[src/rtl/prbs_chk_pkg.sv]
package prbs_chk_pkg;

    localparam int HIST_W = 31;
    localparam int RUN_W  = $clog2(HIST_W + 1);

    typedef enum logic [1:0] {
        PAT_P9  = 2'd0,
        PAT_P15 = 2'd1,
        PAT_P23 = 2'd2,
        PAT_P31 = 2'd3
    } pat_e;

    typedef logic [RUN_W-1:0] run_t;

    typedef struct packed {
        logic [HIST_W-1:0] hist;
    } hist_st_t;

    typedef struct packed {
        run_t run;
        logic locked;
    } lock_st_t;

    typedef struct packed {
        pat_e mode;
    } ctl_st_t;

    function automatic run_t pat_len(pat_e p);
        run_t len;
        case (p)
            PAT_P9:  len = run_t'(9);
            PAT_P15: len = run_t'(15);
            PAT_P23: len = run_t'(23);
            default: len = run_t'(31);
        endcase
        return len;
    endfunction

endpackage

[src/rtl/prbs_chk_lock.sv]
module prbs_chk_lock
    import prbs_chk_pkg::*;
(
    input  logic clk,
    input  logic rst_n,
    input  pat_e pat_i,
    input  logic flush_i,
    input  logic shift_i,
    input  logic mismatch_i,
    output logic locked_o
);

    lock_st_t st_q, st_d;
    run_t     len;

    always_comb begin
        len  = pat_len(pat_i);
        st_d = st_q;
        if (flush_i) begin
            st_d = '0;
        end else if (shift_i) begin
            if (mismatch_i) begin
                st_d.run = '0;
            end else if (st_q.run < len) begin
                st_d.run = st_q.run + 1'b1;
            end
            if (st_d.run == len) begin
                st_d.locked = 1'b1;
            end
        end
    end

    always_ff @(posedge clk or negedge rst_n) begin
        if (!rst_n) begin
            st_q <= '0;
        end else begin
            st_q <= st_d;
        end
    end

    assign locked_o = st_q.locked;

    // a flush always drops lock
    p_flush_unlock_r8: assert property (@(posedge clk) disable iff (!rst_n)
        flush_i |=> !locked_o);

    // lock persists until a flush
    p_lock_hold_r4: assert property (@(posedge clk) disable iff (!rst_n)
        (locked_o && !flush_i) |=> locked_o);

    // lock can only be gained on an accepted matching bit
    p_lock_gain_r4: assert property (@(posedge clk) disable iff (!rst_n)
        (!locked_o && !(shift_i && !mismatch_i)) |=> !locked_o);

endmodule

[config.mk]
export PLATFORM = sky130hd
export DESIGN_NAME = prbs_chk_lock
export DESIGN_NICKNAME = d
export VERILOG_FILES = /design/src/rtl/prbs_chk_pkg.sv /design/src/rtl/prbs_chk_lock.sv
export SDC_FILE = /design/constraint.sdc
export NUM_CORES = 1
export LEC_CHECK = 0
export BUFFER_PORTS_ARGS = -buffer_cell sky130_fd_sc_hd__buf_2
export CORE_AREA = 2 2 39 41
export DETAILED_ROUTE_END_ITERATION = 6
export DIE_AREA = 0 0 41 43
export GPL_ROUTABILITY_DRIVEN = 1
export PLACE_DENSITY_LB_ADDON = 0.15
export SYNTH_ARGS = -nofsm -noshare
export SYNTH_HDL_FRONTEND = slang
export SYNTH_SLANG_ARGS = --single-unit
export TNS_END_PERCENT = 50
[constraint.sdc]
create_clock -name clk -period 2.8 [get_ports clk]
set_input_delay 0.14 -clock clk [delete_from_list [all_inputs] [get_ports clk]]
set_output_delay 0.14 -clock clk [all_outputs]
set_load 0.01 [all_outputs]
# Word-level counts from Yosys, hierarchy flattened
# Index checks and enable logic that the tools add are counted.
# op_classes
addsub	1
n_lt_le_gt_ge	1
eq_ne	3
mux	8
n_reduce_logical	4
# ops
operator	n
5-bit 2-to-1 mux	4
5-bit one-hot mux with 3 select lines	1
6-bit 2-to-1 mux	2
5-bit by 1-bit adder with 5-bit output, second input constant	1
5-bit equality test	1
5-bit less-than comparator	1
2-bit nonzero test	2
2-bit by 1-bit equality test with 1-bit output, second input constant	1
2-bit equality test, second input constant	1
2-bit zero test	1
2-bit AND reduction	1
1-bit 2-to-1 mux	1
# totals
regBits	6
in_bits	7
wordCells	19

# Logic depth before layout (Yosys ltp)
# Gate-level depths: netlist (run 1).
# depth
word_depth	11
depth_mapped	9

# Worst setup path before layout (run 1)
# Ideal clock, no wire load.
# synth_path
path_type	register -> register
startpoint	register st_q[4] (netlist name)
endpoint	register st_q, in the netlist locked_o
setup_ns	0.099
t_arrival_ns	2.218
required_time_ns	2.701
slack_ns	0.482
path_stages_with_launch	8
path_buffers	0
path_cell_list	dfrtp_1 > ha_1 > o21ai_0 > or3b_2 > xor2_1 > nor2_1 > or4b_1 > a311oi_1
# synth_via
elab_chain_len	8
elab_cells_between_ends	9
# synth_lines
element	line_no	source
start: declaration	prbs_chk_lock.sv:13	lock_st_t st_q, st_d;
start signal: assignment	prbs_chk_lock.sv:37	st_q <= st_d;
5-bit by 1-bit adder with 5-bit output / 5-bit less-than comparator (equally long branches)	prbs_chk_lock.sv:25, prbs_chk_lock.sv:24	
5-bit 2-to-1 mux *	prbs_chk_lock.sv:24	end else if (st_q.run < len) begin
5-bit 2-to-1 mux *	prbs_chk_lock.sv:22	if (mismatch_i) begin
5-bit 2-to-1 mux *	prbs_chk_lock.sv:21	end else if (shift_i) begin
5-bit 2-to-1 mux *	prbs_chk_lock.sv:19	if (flush_i) begin
5-bit equality test *	prbs_chk_lock.sv:27	if (st_d.run == len) begin
2-bit nonzero test (no source line) *	-	
2-bit AND reduction (no source line) *	-	
# Every way passes the cells marked *; elsewhere a longest branch is shown, timed or not. The select of a mux whose other input is x is not followed.
# A chain may end at the register's enable or synchronous reset.

# Worst setup path after layout (run 1)
# Ends and elaborated chain as after synthesis.

==> impl_metrics.toml, run 1 <==
[status]
status = "completed"

[finish]
n_antenna_cell = 0
multi_input_area_um2 = 379.1
drive_above_1_share = 0.2162
fin_nets = 86
syn_to_final_growth_pct = 16.20
seq_area_um2 = 150.1
fill_cells = 139

[worst_hold_path]
hold_path_class = "primary input to register"

[placed_design]
place.gp.congestion = 0.8372
port_buffers = 7
hpwl_um = 945.7

[clocking]
clk_latency_ns = 0.24
clockBufferDepth = 2
htreeDepth = 1
cts_setup_buffers = 0
cts_root_buf = "clkbuf_4"
cts_resized = 0
cts_buffers = 3
cts.sinks = 6
cts.clk_slew.worst_paths_ns = 0.04
cts_tree = "done"
cts-hold-fix-buffers = 1

[drt]
drt_wl_total_um = 1150
drt_iter0_drc = 4
num_vias = 503
drc = 0
firstDrtPassIters = 4
vias_per_cell = 5.589
wl_per_cell_um = 12.78
ant_nets = 0

[worst_setup_path]
path_cells = "ha_1 > o21ai_0 > nand2b_1 > a21oi_1 > mux2_4 > or4b_1 > a311oi_1"
crit_fanout = 7
crit_slowest_cell = "or4b_1"
worstPathArrival_ns = 2.68
start_kind = "register"
cp.required_ns = 2.94
slowest_delay_ns = 0.47
path_class = "register to register"
end_kind = "register"

[synth]
synth_area_um2 = 540.5
synth_cell_types = 26
synth_nets = 73
synth_area_per_cell_um2 = 8.580
syn-instance-count = 63
ys_warn_count = 0
yosys_register_bits = 6
synth-seq-area-share = 0.2778

[power]
powerDensity_nw_per_um2 = 317.6
seqPwrFrac = 0.450
swShare = 0.2480
p_int_w = 0.0001500
power_w = 0.0001995
p_leak_nw = 0.2821
p_clk_frac = 0.391
netSwitchingPower_w = 0.00004948
combPwrFrac = 0.159
peakVddDrop_mv = 0.2053

[timing]
slew_headroom = 0.7032
fmax_mhz = 392.5
hold_viol = 0
worst_slew_pin_slew_ns = 0.4425
setup-violations-final = 0
rsz0062_at_grt = "false"
fin_skew_ns = 0.003020
period_share = 0.9100
fin_crit_ns = 2.548
fin_tns_setup_ns = 0
final_max_slew_viol_count = 0

[floorplan]
die_w_um = 41
num_rows = 14
io_pins = 8
fp.coreArea_um2 = 1384
initial_core_util = 0.3906
dieArea_um2 = 1763
die_h_um = 43

[grt]
grt_pass1_wl_um = 2056
grt_usage = 0.1702
antenna_found_initial = 0
grt_max_degree = 9
grt_overflow_total = 0
grt_pass1_vias = 447

[run]
cap_violations = 0
layout make-up:
type | count | area share
clock buffer | 3 | 0.03586
timing repair buffer | 8 | 0.07171
multi-input combinational | 54 | 0.6036
tap | 16 | 0.03187
sequential | 6 | 0.2390
inverter | 3 | 0.01793
registers in the layout, indices dropped and copies added (netlist names):
name,flops
st_q,5
locked_o,1
cell usage in the layout, fill, tap and decap left out:
cell	n
a211oi_1	1
a311oi_1	2
ha_1	3
a41oi_1	1
o21ai_0	4
nor2b_1	5
dfrtp_1	6
xor2_1	2
or4b_1	1
nor2_1	11
nand3_1	1
inv_1	3
dlygate4sd3_1	1
nand2b_1	2
nand2_1	2
or2_4	1
mux2_4	1
buf_2	7
and2_4	1
o221ai_2	1
nor3_1	2
a21oi_1	7
or3b_2	1
a2bb2oi_1	1
o2111ai_1	1
xnor3_1	1
mux2_2	1
clkbuf_4	3
mux2i_1	1
stage by stage:
stage,cell area (µm²),cells,utilization,setup WS (ns),hold WS (ns)
CTS,628.1,90,0.4539,0.2620,0.1475
global route,628.1,90,0.4539,0.08486,0.1611
detailed placement,595.6,86,0.4304,0.2733,-0.03111
finish,628.1,90,0.4539,0.2520,0.1568
global placement,595.6,86,0.4304,0.3033,-0.02797
floorplan,540.5,63,-,0.4821,-0.1556
worst paths after layout:
kind / startpoint / end / cells after the start / slack (ns)
max: st_q[4]$_DFFE_PN0P_ / locked_o$_DFFE_PN0P_ / 7 / 0.25
min: flush_i / st_q[2]$_DFFE_PN0P_ / 2 / 0.16
max reg2reg: st_q[4]$_DFFE_PN0P_ / locked_o$_DFFE_PN0P_ / 7 / 0.25
min reg2reg: locked_o$_DFFE_PN0P_ / locked_o$_DFFE_PN0P_ / 2 / 0.61
max in group asynchronous: rst_n / st_q[1]$_DFFE_PN0P_ / 2 / 2.41
min in group asynchronous: rst_n / st_q[4]$_DFFE_PN0P_ / 2 / 0.24
Yosys cell counts (all sizes together):
library cell  number  share of area
mux2               2          0.049
nand2              2          0.014
inv                3          0.021
nand3              1         0.0093
and2               1          0.016
xnor3              1          0.042
a311oi             2          0.032
nor2b              5          0.058
a211oi             1          0.014
mux2i              1          0.019
nor3               2          0.019
nand2b             2          0.023
dfrtp              6           0.28
or3b               1          0.016
o221ai             1          0.028
o21ai              4          0.037
a41oi              1          0.016
or2                1          0.016
ha                 3          0.069
o2111ai            1          0.016
or4b               1          0.019
xor2               2          0.032
nor2              11          0.076
a21oi              7          0.065
a2bb2oi            1          0.016
logic make-up (layout without fill, tap and decap cells):
group / after synthesis / in the layout / share of synthesized area
flops: 6 / 6 / 0.2778
fa+ha+maj: 3 / 3 / 0.06945
buf+inv: 3 / 14 / 0.02083
compound gates: 18 / 18 / 0.2245
mux: 3 / 3 / 0.06712
xor+xnor: 3 / 3 / 0.07408
simple gates: 27 / 27 / 0.2662
per-layer routing:
metal	up-vias	track usage	part of all wire
li1	253	-	-
met1	238	0.2550	0.50
met2	10	0.2281	0.45
met3	2	0.03141	0.030
met4	0	0.08000	0.015
met5	-	0	0
critical path: cells and delay by family (launching register included):
| kind | cells | cell delay [ns] |
|---|---|---|
| AOI/OAI and AO/OA | 3 | 0.71 |
| and+or+nand+nor | 2 | 0.67 |
| DFF | 1 | 0.42 |
| muxes | 1 | 0.34 |
| adders and majority gates | 1 | 0.30 |
power by group through the flow:
stage | logic (W) | registers (W) | clock network (W)
6_report | 0.0000317 | 0.0000898 | 0.0000781
5_1_grt | 0.0000365 | 0.0000900 | 0.0000863
4_1_cts | 0.0000319 | 0.0000897 | 0.0000823
3_5_place_dp | 0.0000308 | 0.0000910 | 0
3_3_place_gp | 0.0000307 | 0.0000910 | 0
2_1_floorplan | 0.0000168 | 0.0000906 | 0
Power figures use the tool's default switching activity.
==> inputs of run 2 (changes only) <==
clock period = 2.95 ns   (was 2.8 ns; I/O delays follow)
==> run 2 against run 1 <==
Compared with the run above:
- register-to-register slack gained 0.19 ns
- sequential power shrank 5.1%
- final area is the same
- sequential cell count is the same
- clock skew is essentially flat
- critical endpoint unchanged
- largest cell class unchanged
- largest power group unchanged
- highest routed layer is now met3
==> impl_metrics.toml, run 2 (synthesized netlist as in run 1, its figures left out) <==
[worst_setup_path]
worstPathArrival_ns = 2.64
path_cells = "ha_1 > o21ai_0 > or3b_2 > xor2_1 > nor2_1 > or4b_1 > a311oi_1"
crit_cells = 7
cp_top_family = "simple AND/OR/NAND/NOR gates"
crit_slowest_cell = "or3b_2"
r2r-start = "st_q[4]$_DFFE_PN0P_"
slowest_delay_ns = 0.49
end_kind = "register"
path_class = "register to register"
start_kind = "register"
crit_fanout = 5
r2r_cells = 7
cp.required_ns = 3.09
critPathBufInv = 0
startpoint = "st_q[4]$_DFFE_PN0P_"

[power]
netSwitchingPower_w = 0.00004473
combPwrFrac = 0.157
powerDensity_nw_per_um2 = 297.7
p_leak_nw = 0.2821
p_int_w = 0.0001423
peakVddDrop_mv = 0.1717
power_w = 0.0001870
p_clk_frac = 0.387
swShare = 0.2392
seqPwrFrac = 0.456

[finish]
n_antenna_cell = 0
largest_reg_flops = 5
syn_to_final_growth_pct = 16.20
final_common_cell = "nor2_1"
mostFrequentLayoutCells = "11 x nor2_1, 7 x a21oi_1, 7 x buf_2"
fin_nets = 86
drive_above_1_share = 0.2162
regMostFlops = "st_q"

[floorplan]
num_rows = 14
fp.coreArea_um2 = 1384
io_pins = 8
dieArea_um2 = 1763
die_w_um = 41
initial_core_util = 0.3906
die_h_um = 43

[grt]
grt_max_degree = 9
grt_pass1_vias = 455
grt_overflow_total = 0
grt_usage = 0.1550
antenna_found_initial = 0
grt_pass1_wl_um = 1911

[placed_design]
place.gp.congestion = 0.8460
hpwl_um = 947.9
port_buffers = 7

[worst_hold_path]
hold_path_class = "primary input to register"
holdPathStages = 2
holdCritStartpoint = "flush_i"

[clocking]
cts_resized = 0
cts_tree = "done"
cts.sinks = 6
clk_latency_ns = 0.24
htreeDepth = 1
cts_root_buf = "clkbuf_4"
cts_setup_buffers = 0
cts_buffers = 3
cts-hold-fix-buffers = 1
cts.clk_slew.worst_paths_ns = 0.04
clockBufferDepth = 2

[timing]
setup-violations-final = 0
fin_crit_ns = 2.508
fin_tns_setup_ns = 0
worst_slew_pin_slew_ns = 0.4811
hold_viol = 0
rsz0062_at_grt = "false"
final_max_slew_viol_count = 0
fin_skew_ns = 0.003075
period_share = 0.8502
whs_ns = 0.1698
fmax_mhz = 398.7
slew_headroom = 0.6773

[status]
status = "completed"

[drt]
drc = 0
ant_nets = 0
firstDrtPassIters = 4
vias_per_cell = 5.478
drt_wl_total_um = 1115
wl_per_cell_um = 12.39
num_vias = 493
drt_iter0_drc = 5

[run]
cap_violations = 0
[run 2: power by group through the flow]
| stage | Sequential [W] | Clock, W | Combinational [W] |
|---|---|---|---|
| 2_1_floorplan | 0.0000860 | 0 | 0.0000160 |
| 3_3_place_gp | 0.0000863 | 0 | 0.0000289 |
| 3_5_place_dp | 0.0000864 | 0 | 0.0000285 |
| 4_1_cts | 0.0000852 | 0.0000767 | 0.0000297 |
| 5_1_grt | 0.0000854 | 0.0000805 | 0.0000331 |
| 6_report | 0.0000852 | 0.0000724 | 0.0000294 |
[run 2: worst paths after layout]
| kind | endpoint | slack [ns] |
|---|---|---|
| hold reg to reg | locked_o$_DFFE_PN0P_ | 0.60 |
| min in group asynchronous | st_q[3]$_DFFE_PN0P_ | 0.26 |
| setup / recovery | locked_o$_DFFE_PN0P_ | 0.44 |
| hold / removal | st_q[2]$_DFFE_PN0P_ | 0.17 |
| max in group asynchronous | st_q[1]$_DFFE_PN0P_ | 2.54 |
| setup reg to reg | locked_o$_DFFE_PN0P_ | 0.44 |
[run 2: through the flow]
stage	utilization	area, µm²	instances	worst slack (ns)
global placement	0.4304	595.6	86	0.5104
finish	0.4539	628.1	90	0.4420
floorplan	-	540.5	63	0.6321
detailed placement	0.4304	595.6	86	0.4715
CTS	0.4539	628.1	90	0.4338
global route	0.4539	628.1	90	0.2648
[run 2: cell type report]
class	instances	area [µm²]
fill	141	755.7
multi-input combinational	54	379.1
sequential	6	150.1
timing repair buffer	8	45.04
clock buffer	3	22.52
tap	16	20.02
inverter	3	11.26
[run 2: routing by layer]
| layer | vias up | wire length [µm] | GRT usage |
|---|---|---|---|
| met3 | 0 | 29 | 0.01571 |
| met4 | 0 | 0 | 0.06000 |
| met2 | 6 | 555 | 0.2250 |
| met5 | - | 0 | 0 |
| li1 | 253 | - | - |
| met1 | 234 | 530 | 0.2285 |
[run 2: worst reg2reg max path, cell delays in order (launching register included)]
cell,delay (ns)
dfrtp_1,0.44
ha_1,0.31
o21ai_0,0.20
or3b_2,0.49
xor2_1,0.17
nor2_1,0.12
or4b_1,0.44
a311oi_1,0.23
